**src/rtl/km_pkg.sv**
```systemverilog
package km_pkg;

  // Strobes from the control to the datapath.
  typedef struct packed {
    logic advance;  // every pipeline register moves one stage
    logic capture;  // operand registers take the new input pair
  } kmStrobes_t;

  // Cycles through one recursion node of the given depth.
  function automatic int unsigned nodeLatency(input int unsigned levels);
    return 1 + 3 * levels;
  endfunction

  // Input capture register plus the full node tree.
  function automatic int unsigned totalLatency(input int unsigned levels);
    return 1 + nodeLatency(levels);
  endfunction

endpackage

```
**src/rtl/kara_node.sv**
```systemverilog
module kara_node #(
  parameter int unsigned W      = 32,
  parameter int unsigned LEVELS = 2
) (
  input  logic           clk,
  input  logic           rstN,
  input  logic           en,
  input  logic [W-1:0]   a,
  input  logic [W-1:0]   b,
  output logic [2*W-1:0] p
);

  generate
    if (LEVELS == 0) begin : g_base
      // Leaf: one registered narrow multiply.
      always_ff @(posedge clk or negedge rstN) begin
        if (!rstN)   p <= '0;
        else if (en) p <= {{W{1'b0}}, a} * {{W{1'b0}}, b};
      end
    end else begin : g_split
      localparam int unsigned LO = W / 2;
      localparam int unsigned HI = W - LO;
      localparam int unsigned SW = HI + 1;

      logic [HI-1:0]     aHi, bHi;
      logic [LO-1:0]     aLo, bLo;
      logic [SW-1:0]     aSum, bSum;
      logic [2*HI-1:0]   pHi, hiQ;
      logic [2*LO-1:0]   pLo, loQ;
      logic [2*SW-1:0]   pMid, midQ;
      logic [2*W-1:0]    midWide;

      // Stage 1: split into halves and form the half-sums.
      always_ff @(posedge clk or negedge rstN) begin
        if (!rstN) begin
          aHi <= '0; bHi <= '0; aLo <= '0; bLo <= '0;
          aSum <= '0; bSum <= '0;
        end else if (en) begin
          aHi  <= a[W-1:LO];
          bHi  <= b[W-1:LO];
          aLo  <= a[LO-1:0];
          bLo  <= b[LO-1:0];
          aSum <= {1'b0, a[W-1:LO]} + SW'(a[LO-1:0]);
          bSum <= {1'b0, b[W-1:LO]} + SW'(b[LO-1:0]);
        end
      end

      // The three sub-products, one recursion level deeper.
      kara_node #(.W(HI), .LEVELS(LEVELS - 1)) u_hi (
        .clk(clk), .rstN(rstN), .en(en), .a(aHi), .b(bHi), .p(pHi));
      kara_node #(.W(LO), .LEVELS(LEVELS - 1)) u_lo (
        .clk(clk), .rstN(rstN), .en(en), .a(aLo), .b(bLo), .p(pLo));
      kara_node #(.W(SW), .LEVELS(LEVELS - 1)) u_mid (
        .clk(clk), .rstN(rstN), .en(en), .a(aSum), .b(bSum), .p(pMid));

      // Stage 2: middle term without the outer products.
      always_ff @(posedge clk or negedge rstN) begin
        if (!rstN) begin
          midQ <= '0; hiQ <= '0; loQ <= '0;
        end else if (en) begin
          midQ <= pMid - (2*SW)'(pHi) - (2*SW)'(pLo);
          hiQ  <= pHi;
          loQ  <= pLo;
        end
      end

      assign midWide = (2*W)'(midQ);

      // Stage 3: {hi,lo} already places PH at 2*LO; add the shifted middle.
      always_ff @(posedge clk or negedge rstN) begin
        if (!rstN)   p <= '0;
        else if (en) p <= {hiQ, loQ} + (midWide << LO);
      end

      // the half-sum product always covers both outer products.
      a_r2_mid_covers: assert property (@(posedge clk) disable iff (!rstN)
        ((2*SW+1)'(pMid) >= (2*SW+1)'(pHi) + (2*SW+1)'(pLo)))
        else $error("R2 middle product below outer sum");
    end
  endgenerate

endmodule

```
**src/rtl/km_datapath.sv**
```systemverilog
module km_datapath
  import km_pkg::*;
#(
  parameter int unsigned WIDTH  = 32,
  parameter int unsigned LEVELS = 2
) (
  input  logic               clk,
  input  logic               rstN,
  input  kmStrobes_t         strb,
  input  logic [WIDTH-1:0]   inA,
  input  logic [WIDTH-1:0]   inB,
  output logic [2*WIDTH-1:0] prod
);

  logic [WIDTH-1:0] opA, opB;

  always_ff @(posedge clk or negedge rstN) begin
    if (!rstN) begin
      opA <= '0;
      opB <= '0;
    end else if (strb.capture) begin
      opA <= inA;
      opB <= inB;
    end
  end

  kara_node #(.W(WIDTH), .LEVELS(LEVELS)) u_root (
    .clk(clk), .rstN(rstN), .en(strb.advance), .a(opA), .b(opB), .p(prod));

endmodule

```
**src/rtl/km_ctrl.sv**
```systemverilog
module km_ctrl
  import km_pkg::*;
#(
  parameter int unsigned LAT = 8
) (
  input  logic       clk,
  input  logic       rstN,
  input  logic       inValid,
  input  logic       outReady,
  output logic       inReady,
  output logic       outValid,
  output kmStrobes_t strb
);

  localparam int unsigned CW = $clog2(LAT + 1) + 1;

  logic [LAT-1:0] vld;
  logic [CW-1:0]  inFlight;

  assign outValid     = vld[LAT-1];
  assign strb.advance = !vld[LAT-1] || outReady;
  assign strb.capture = strb.advance && inValid;
  assign inReady      = strb.advance;

  always_ff @(posedge clk or negedge rstN) begin
    if (!rstN)             vld <= '0;
    else if (strb.advance) vld <= {vld[LAT-2:0], inValid};
  end

  // Token count kept independently of the valid shift chain.
  always_ff @(posedge clk or negedge rstN) begin
    if (!rstN) inFlight <= '0;
    else inFlight <= inFlight + CW'(strb.capture) - CW'(outValid && outReady);
  end

  // every accepted pair is somewhere in the valid chain.
  a_r5_no_token_loss: assert property (@(posedge clk) disable iff (!rstN)
    (CW'($countones(vld)) == inFlight))
    else $error("R5 token count mismatch");

  // an empty output stage never blocks the input.
  a_r6_ready_when_idle: assert property (@(posedge clk) disable iff (!rstN)
    (!outValid |-> inReady))
    else $error("R6 input blocked while output empty");

endmodule

```
**src/rtl/karatsuba_mul.sv**
```systemverilog
module karatsuba_mul
  import km_pkg::*;
#(
  parameter int unsigned WIDTH  = 32,
  parameter int unsigned LEVELS = 2
) (
  input  logic               clk,
  input  logic               rstN,
  input  logic               inValid,
  output logic               inReady,
  input  logic [WIDTH-1:0]   inA,
  input  logic [WIDTH-1:0]   inB,
  output logic               outValid,
  input  logic               outReady,
  output logic [2*WIDTH-1:0] outProd
);

  localparam int unsigned LAT = totalLatency(LEVELS);

  kmStrobes_t strb;

  km_ctrl #(.LAT(LAT)) u_ctrl (
    .clk(clk), .rstN(rstN), .inValid(inValid), .outReady(outReady),
    .inReady(inReady), .outValid(outValid), .strb(strb));

  km_datapath #(.WIDTH(WIDTH), .LEVELS(LEVELS)) u_dp (
    .clk(clk), .rstN(rstN), .strb(strb), .inA(inA), .inB(inB), .prod(outProd));

  // a refused result holds still.
  a_r4_hold_on_stall: assert property (@(posedge clk) disable iff (!rstN)
    (outValid && !outReady |=> outValid && $stable(outProd)))
    else $error("R4 output changed during stall");

endmodule

```
**config.mk**
```make
export PLATFORM = sky130hd
export DESIGN_NAME = karatsuba_mul
export DESIGN_NICKNAME = d
export VERILOG_FILES = /design/src/rtl/km_pkg.sv /design/src/rtl/kara_node.sv /design/src/rtl/km_datapath.sv /design/src/rtl/km_ctrl.sv /design/src/rtl/karatsuba_mul.sv
export SDC_FILE = /design/constraint.sdc
export NUM_CORES = 2
export LEC_CHECK = 0
export BUFFER_PORTS_ARGS = -buffer_cell sky130_fd_sc_hd__buf_2
export CORE_MARGIN = 5
export CORE_UTILIZATION = 31
export CTS_CLUSTER_SIZE = 14
export DETAILED_ROUTE_END_ITERATION = 7
export GPL_TIMING_DRIVEN = 0
export PLACE_DENSITY = 0.43
export SLEW_MARGIN = 20
export SYNTH_ARGS = -nofsm -noshare
export SYNTH_HDL_FRONTEND = slang
export SYNTH_SLANG_ARGS = --single-unit
```
**constraint.sdc**
```tcl
create_clock -name clk -period 10.4 [get_ports clk]
set_input_delay 0.52 -clock clk [delete_from_list [all_inputs] [get_ports clk]]
set_output_delay 0.52 -clock clk [all_outputs]
set_load 0.1 [all_outputs]
```
Yosys cells after proc, flatten, opt, wreduce, memory -nomap -nowiden
Index checks and enable logic that the tools add are counted.
- register bits after elaboration: 892
- bits in latches: 0
- bits in writable memories: 0
- memory bits (read-only): 0
- bits of input ports: 68
- output and inout bits: 66
- word-level logic and storage cells: 84
- memories: 0
- add/sub/neg operators: 20
- $mul: 9
- divide/modulo/power cells: 0
- magnitude comparators: 0
- equal/unequal tests: 0
- shift-type cells: 0
- mux-type cells: 0
- bitwise gates (word level): 0
- reduce and logical (&&, ||, !) cells: 3
- operators with widths (operator ; number):
    8-bit by 8-bit multiplier with 16-bit output ; 5
    18-bit by 16-bit subtractor with 18-bit output ; 4
    34-bit by 32-bit subtractor with 34-bit output ; 2
    32-bit by 26-bit adder with 32-bit output ; 2
    64-bit by 50-bit adder with 64-bit output ; 1
    9-bit by 9-bit multiplier with 18-bit output ; 3
    8-bit by 8-bit adder with 9-bit output ; 4
    16-bit by 16-bit adder with 17-bit output ; 2
    34-bit by 28-bit adder with 34-bit output ; 1
    9-bit by 8-bit adder with 10-bit output ; 2
    10-bit by 10-bit multiplier with 20-bit output ; 1
    20-bit by 16-bit subtractor with 20-bit output ; 1
    20-bit by 18-bit subtractor with 20-bit output ; 1
    1-bit logical AND ; 1
    1-bit zero test ; 1
    1-bit logical OR ; 1

Logic depth before layout (Yosys ltp)
- word-level depth: 3
- depth in mapped cells: 22
- gate-level depth less buffers: 21

Hierarchy
From an unflattened synthesis, not the netlist that was laid out.
- cell total of the unflattened synthesis: 6768
- area, all modules: 70875.5 um2
- modules (own cells, without submodules) (module ; instances ; cells an instance ; area each (um2) ; sequential area each (um2)):
    kara_node at u_dp.u_root.g_split.u_hi ... ; 2 ; 709 ; 7953.9 ; 3303.2
    kara_node at u_dp.u_root ; 1 ; 1422 ; 15572.4 ; 6506.2
    kara_node at u_dp.u_root.g_split.u_mid ; 1 ; 826 ; 8733.4 ; 3553.4
    kara_node at u_dp.u_root.g_split.u_lo.g_split.u_mid ... ; 2 ; 361 ; 3283.1 ; 450.4
    kara_node at u_dp.u_root.g_split.u_hi.g_split.u_hi ... ; 2 ; 279 ; 2718.9 ; 400.4
    kara_node at u_dp.u_root.g_split.u_lo.g_split.u_lo ... ; 2 ; 279 ; 2696.3 ; 400.4
    kara_node at u_dp.u_root.g_split.u_mid.g_split.u_mid ; 1 ; 462 ; 4164.0 ; 500.5
    kara_node at u_dp.u_root.g_split.u_hi.g_split.u_mid ; 1 ; 368 ; 3398.3 ; 450.4
    km_datapath ; 1 ; 135 ; 2678.8 ; 1601.5
    kara_node at u_dp.u_root.g_split.u_lo.g_split.u_hi ; 1 ; 279 ; 2673.8 ; 400.4
    km_ctrl ; 1 ; 20 ; 350.3 ; 200.2

Least setup slack after synthesis
Ideal clock, no wire load.
- path kind: flip-flop to flip-flop
- start: register u_dp.u_root.g_split.u_mid.g_split.bSum[1]
- end: register u_dp.u_root.g_split.u_mid.g_split.u_mid.p[19]
- setup time: 128 ps
- arrival time: 5051 ps
- data required time: 10272 ps
- slack: 5222 ps
- cell stages (with the launch flop): 20
- cell sequence: dfrtp_1 > clkbuf_1 > nand2_1 > fa_1 > inv_1 > fa_1 > fa_1 > fa_1 > inv_1 > fa_1 > inv_1 > ha_1 > nand3_1 > nand2_1 > a41oi_2 > a2111oi_1 > or4_1 > a21oi_2 > o21bai_1 > mux2_1
- word-level cells in the longest chain between the ends: 1
- ends and longest elaborated chain (what ; line ; RTL):
    from (decl) ; kara_node.sv:27 ; logic [SW-1:0] aSum, bSum;
    from (signal assigned) ; kara_node.sv:44 ; bSum <= {1'b0, b[W-1:LO]} + SW'(b[LO-1:0]);
    10-bit by 10-bit multiplier with 20-bit output ; kara_node.sv:18 ; else if (en) p <= {{W{1'b0}}, a} * {{W{1'b0}}, b};
    to (signal assigned) ; kara_node.sv:18 ;
    to (decl) ; kara_node.sv:10 ; output logic [2*W-1:0] p
Every way passes these cells.
A chain may end at the register's enable or synchronous reset.

Worst setup path in the final report
- start: register u_dp.u_root.g_split.u_mid.g_split.aSum[7]
- end: register u_dp.u_root.g_split.u_mid.g_split.u_mid.p[18]
- word-level cells in the longest chain between the ends: 1
- ends and longest elaborated chain (what ; line ; RTL):
    from (decl) ; kara_node.sv:27 ;
    from (signal assigned) ; kara_node.sv:43 ; aSum <= {1'b0, a[W-1:LO]} + SW'(a[LO-1:0]);
    10-bit by 10-bit multiplier with 20-bit output ; kara_node.sv:18 ;
Every way passes these cells.

==> impl_metrics.csv <==
group,metric,value,unit
timing,fin_skew,0.05714,ns
global_route,overflow,0,
place,dpl.cell_count,10440,
finish,final_nets,8943,
finish,n_fill_cell,22320,
clock_tree,clk_path_buf_depth,3,
synth,synth_cell_types,81,
global_route,grt_max_degree,125,
synth,synthTopCellsByArea,"dfrtp_1 33%, fa_1 15%, ha_1 12%",
floorplan,die_area,224800,µm²
finish,area.growth.synth_to_final,13.94,%
drt,wl,245600,µm
critical_path,worstPathArrival,6.48,ns
drt,vias,52240,
synth,synth_nets,8612,
synth,yosysTopAreaCell,"dfrtp_1",
finish,drive_gt1_frac,0.06416,
critical_path,worst_ep_required_time,11.02,ns
synth,synth_top_family_by_area,"adder cells",
timing,period_needed,5.863,ns
place,hpwl,198000,µm
timing,rsz0062_at_grt,"false",
synth,synth_cells,7445,
floorplan,rows,170,
floorplan,io_pins,134,
timing,fmax,170.6,MHz
critical_path,worstPathMaxFanout,10,
synth,synth_area_per_cell,8.968,µm²
synth,synth_compound_area_frac,0.1232,
global_route,grt_first_pass_wirelength,360800,µm
synth,ys_seq_area_frac,0.3343,
flow_run,maxCapViolCount,0,
synth,ys_warn_count,0,
synth,synthSimpleGateAreaFrac,0.1647,
critical_path,crit_start,"u_dp.u_root.g_split.u_mid.g_split.aSum[7]",
timing,tightestPinTransition,1.163,ns
finish,layout_common_cells,"1456 x nand2_1, 892 x dfrtp_1, 875 x inv_1",
floorplan,core_area,214400,µm²
timing,hold_violations,0,
global_route,grt_pass1_vias,52740,
place,io_buffers,133,
floorplan,die_w,474.1,µm
synth,async_flop_share,1.000,
drt,routedWlPerCell,22.93,µm
critical_path,critPathCapture,"u_dp.u_root.g_split.u_mid.g_split.u_mid.p[18]",
timing,drv_slew,0,
critical_path,worst-setup-path-type,"reg -> reg",
clock_tree,h-tree-depth,3,
synth,netlist_area,66770,µm²
clock_tree,cts_tree,"yes",
clock_tree,worstSkewPairLatency,0.78,ns
critical_path,startpoint_type,"flop",
timing,fin_setup_tns,0,ns
finish,instances_no_fill,10710,
floorplan,die_h,474.1,µm
drt,vias_per_cell,4.877,
finish,final_common_cell,"nand2_1",
clock_tree,clock_sinks,892,
clock_tree,root_buffer,"clkbuf_16",
critical_path,end_kind,"flop",
timing,setup_violations,0,
run_status,status,"finished, final reports clean",
global_route,antenna_found_initial,18,
drt,drt_iter0_drc,3193,
global_route,grt_util_all_layers,0.2174,
synth,synthMuxAreaShare,0.01162,
critical_path,r2r-end,"u_dp.u_root.g_split.u_mid.g_split.u_mid.p[18]",
synth,synth_edf_count,0,
synth,synthFlopType,"dfrtp_1",
clock_tree,ctsHoldBuffers,62,
critical_path,worst-r2r-cell-count,21,
drt,ant_nets,0,
synth,synth_top_area_frac,0.3343,
critical_path,rr_startpoint,"u_dp.u_root.g_split.u_mid.g_split.aSum[7]",
drt,dr.pass1.iters,5,
clock_tree,numCtsBuffers,111,
floorplan,start_util,0.3114,
timing,fin_crit_sh,0.5638,
synth,synth_fa_ha_area_frac,0.2604,
drt,drc,0,
clock_tree,cts_resized,0,
critical_path,r2r_setup_slack,4.54,ns
clock_tree,cts_setup_buffers,0,
finish,multi_input_area,39880,µm²
synth,ys_ff_latch,892,
timing,max_slew_margin,0.2244,
hold_path,min_path_type,"in -> reg",
synth,yosys.area_share.xor_xnor,0.03739,
finish,ff_latch_area,22320,µm²
clock_tree,clkTransAtPathRegs,0.06,ns
place,gp_congestion,0.9088,
==> cell type report <==
| type | instances | share of cell area |
|---|---|---|
| antenna | 1 | 0.00003289 |
| buffer | 337 | 0.01753 |
| clock buffer | 151 | 0.04085 |
| clock inverter | 57 | 0.008996 |
| inverter | 876 | 0.04322 |
| multi-input combinational | 5340 | 0.5243 |
| sequential | 892 | 0.2934 |
| tap | 2838 | 0.04668 |
| timing repair buffer | 218 | 0.02503 |
==> registers in the layout, summed over array words and instances (netlist names), 18 cells and up <==
name                                       count
u_dp.opA                                      32
u_dp.opB                                      32
u_dp.u_root.g_split.hiQ                       32
u_dp.u_root.g_split.loQ                       32
u_dp.u_root.g_split.midQ                      34
u_dp.u_root.g_split.u_hi.g_split.midQ         18
u_dp.u_root.g_split.u_hi.g_split.u_mid.p      18
u_dp.u_root.g_split.u_hi.p                    32
u_dp.u_root.g_split.u_lo.g_split.midQ         18
u_dp.u_root.g_split.u_lo.g_split.u_mid.p      18
u_dp.u_root.g_split.u_lo.p                    32
u_dp.u_root.g_split.u_mid.g_split.hiQ         18
u_dp.u_root.g_split.u_mid.g_split.midQ        20
u_dp.u_root.g_split.u_mid.g_split.u_hi.p      18
u_dp.u_root.g_split.u_mid.g_split.u_mid.p     20
u_dp.u_root.g_split.u_mid.p                   34
u_dp.u_root.p                                 64
==> cells by family (layout without fill, tap and decap cells) <==
logic type,Yosys count,in the layout
buffers and inverters,1213,1639
other,0,1
muxes,69,69
AOI/OAI and AO/OA,1378,1378
adders and majority gates,1099,1099
and+or+nand+nor,2509,2509
DFF,892,892
xor gates and xnor gates,285,285
==> metrics by stage <==
stage / worst slack (ns) / hold slack, ns / util / cell area, µm²
finish: 4.537 / 0.07258 / 0.3548 / 76080
global placement: -12.05 / 0.4424 / 0.3311 / 70980
global route: 4.221 / 0.03038 / 0.3548 / 76070
floorplan: 5.222 / 0.2244 / - / 66770
CTS: 4.538 / 0.005469 / 0.3548 / 76070
detailed placement: 4.509 / 0.4509 / 0.3342 / 71660
==> worst min-delay path by stage <==
stage / startpoint / end / slack, ns / cells past startpoint
floorplan: rstN / u_ctrl.vld[0] / 0.22 / 0
global placement: u_ctrl.vld[6] / u_ctrl.vld[6] / 0.44 / 2
detailed placement: u_ctrl.vld[6] / u_ctrl.vld[6] / 0.45 / 2
CTS: inA[31] / u_dp.opA[31] / 0.005 / 2
global route: inA[31] / u_dp.opA[31] / 0.03 / 2
finish: inA[31] / u_dp.opA[31] / 0.07 / 2
==> synth_stat cells (all sizes together), types with 15 or more instances <==
master and count:
a31oi 23, a211oi 26, a21oi 455, fa 484, clkbuf 320, xnor2 156
ha 615, or3 36, nand4 15, o21ai 487, dfrtp 892, buf 17
o211ai 18, o21a 41, nor2b 31, o31ai 63, inv 875, nor3 61
nor2 392, nand3 60, nand2b 50, a21boi 38, o21bai 28, a21o 100
and2 328, xor2 129, o41ai 19, mux2 68, nand2 1456, and3 30
==> worst max-delay path, cell delays in order (launching register included) <==
cell      delay (ns)
dfrtp_1         0.34
clkbuf_1        0.49
nand2_1         0.16
fa_1            0.56
inv_1           0.05
fa_1            0.50
inv_1           0.06
fa_1            0.53
inv_1           0.05
fa_1            0.48
inv_1           0.05
fa_1            0.48
inv_1           0.04
ha_1            0.35
a21oi_1         0.15
o21ai_0         0.16
a41oi_1         0.32
a21oi_1         0.18
a211o_1         0.29
a21oi_1         0.18
xor2_1          0.23
o21ai_0         0.10
==> layer usage <==
metal / GRT usage / vias up / routed length (µm)
met4: 0.05991 / 2 / 6955
li1: - / 24750 / -
met5: 0 / - / 13
met1: 0.3020 / 26210 / 113800
met3: 0.02597 / 257 / 10210
met2: 0.3584 / 1026 / 114600
Power is left out: the tool's default activity adds up to more than one toggle a clock period on the data nets, which glitch-free logic cannot reach.
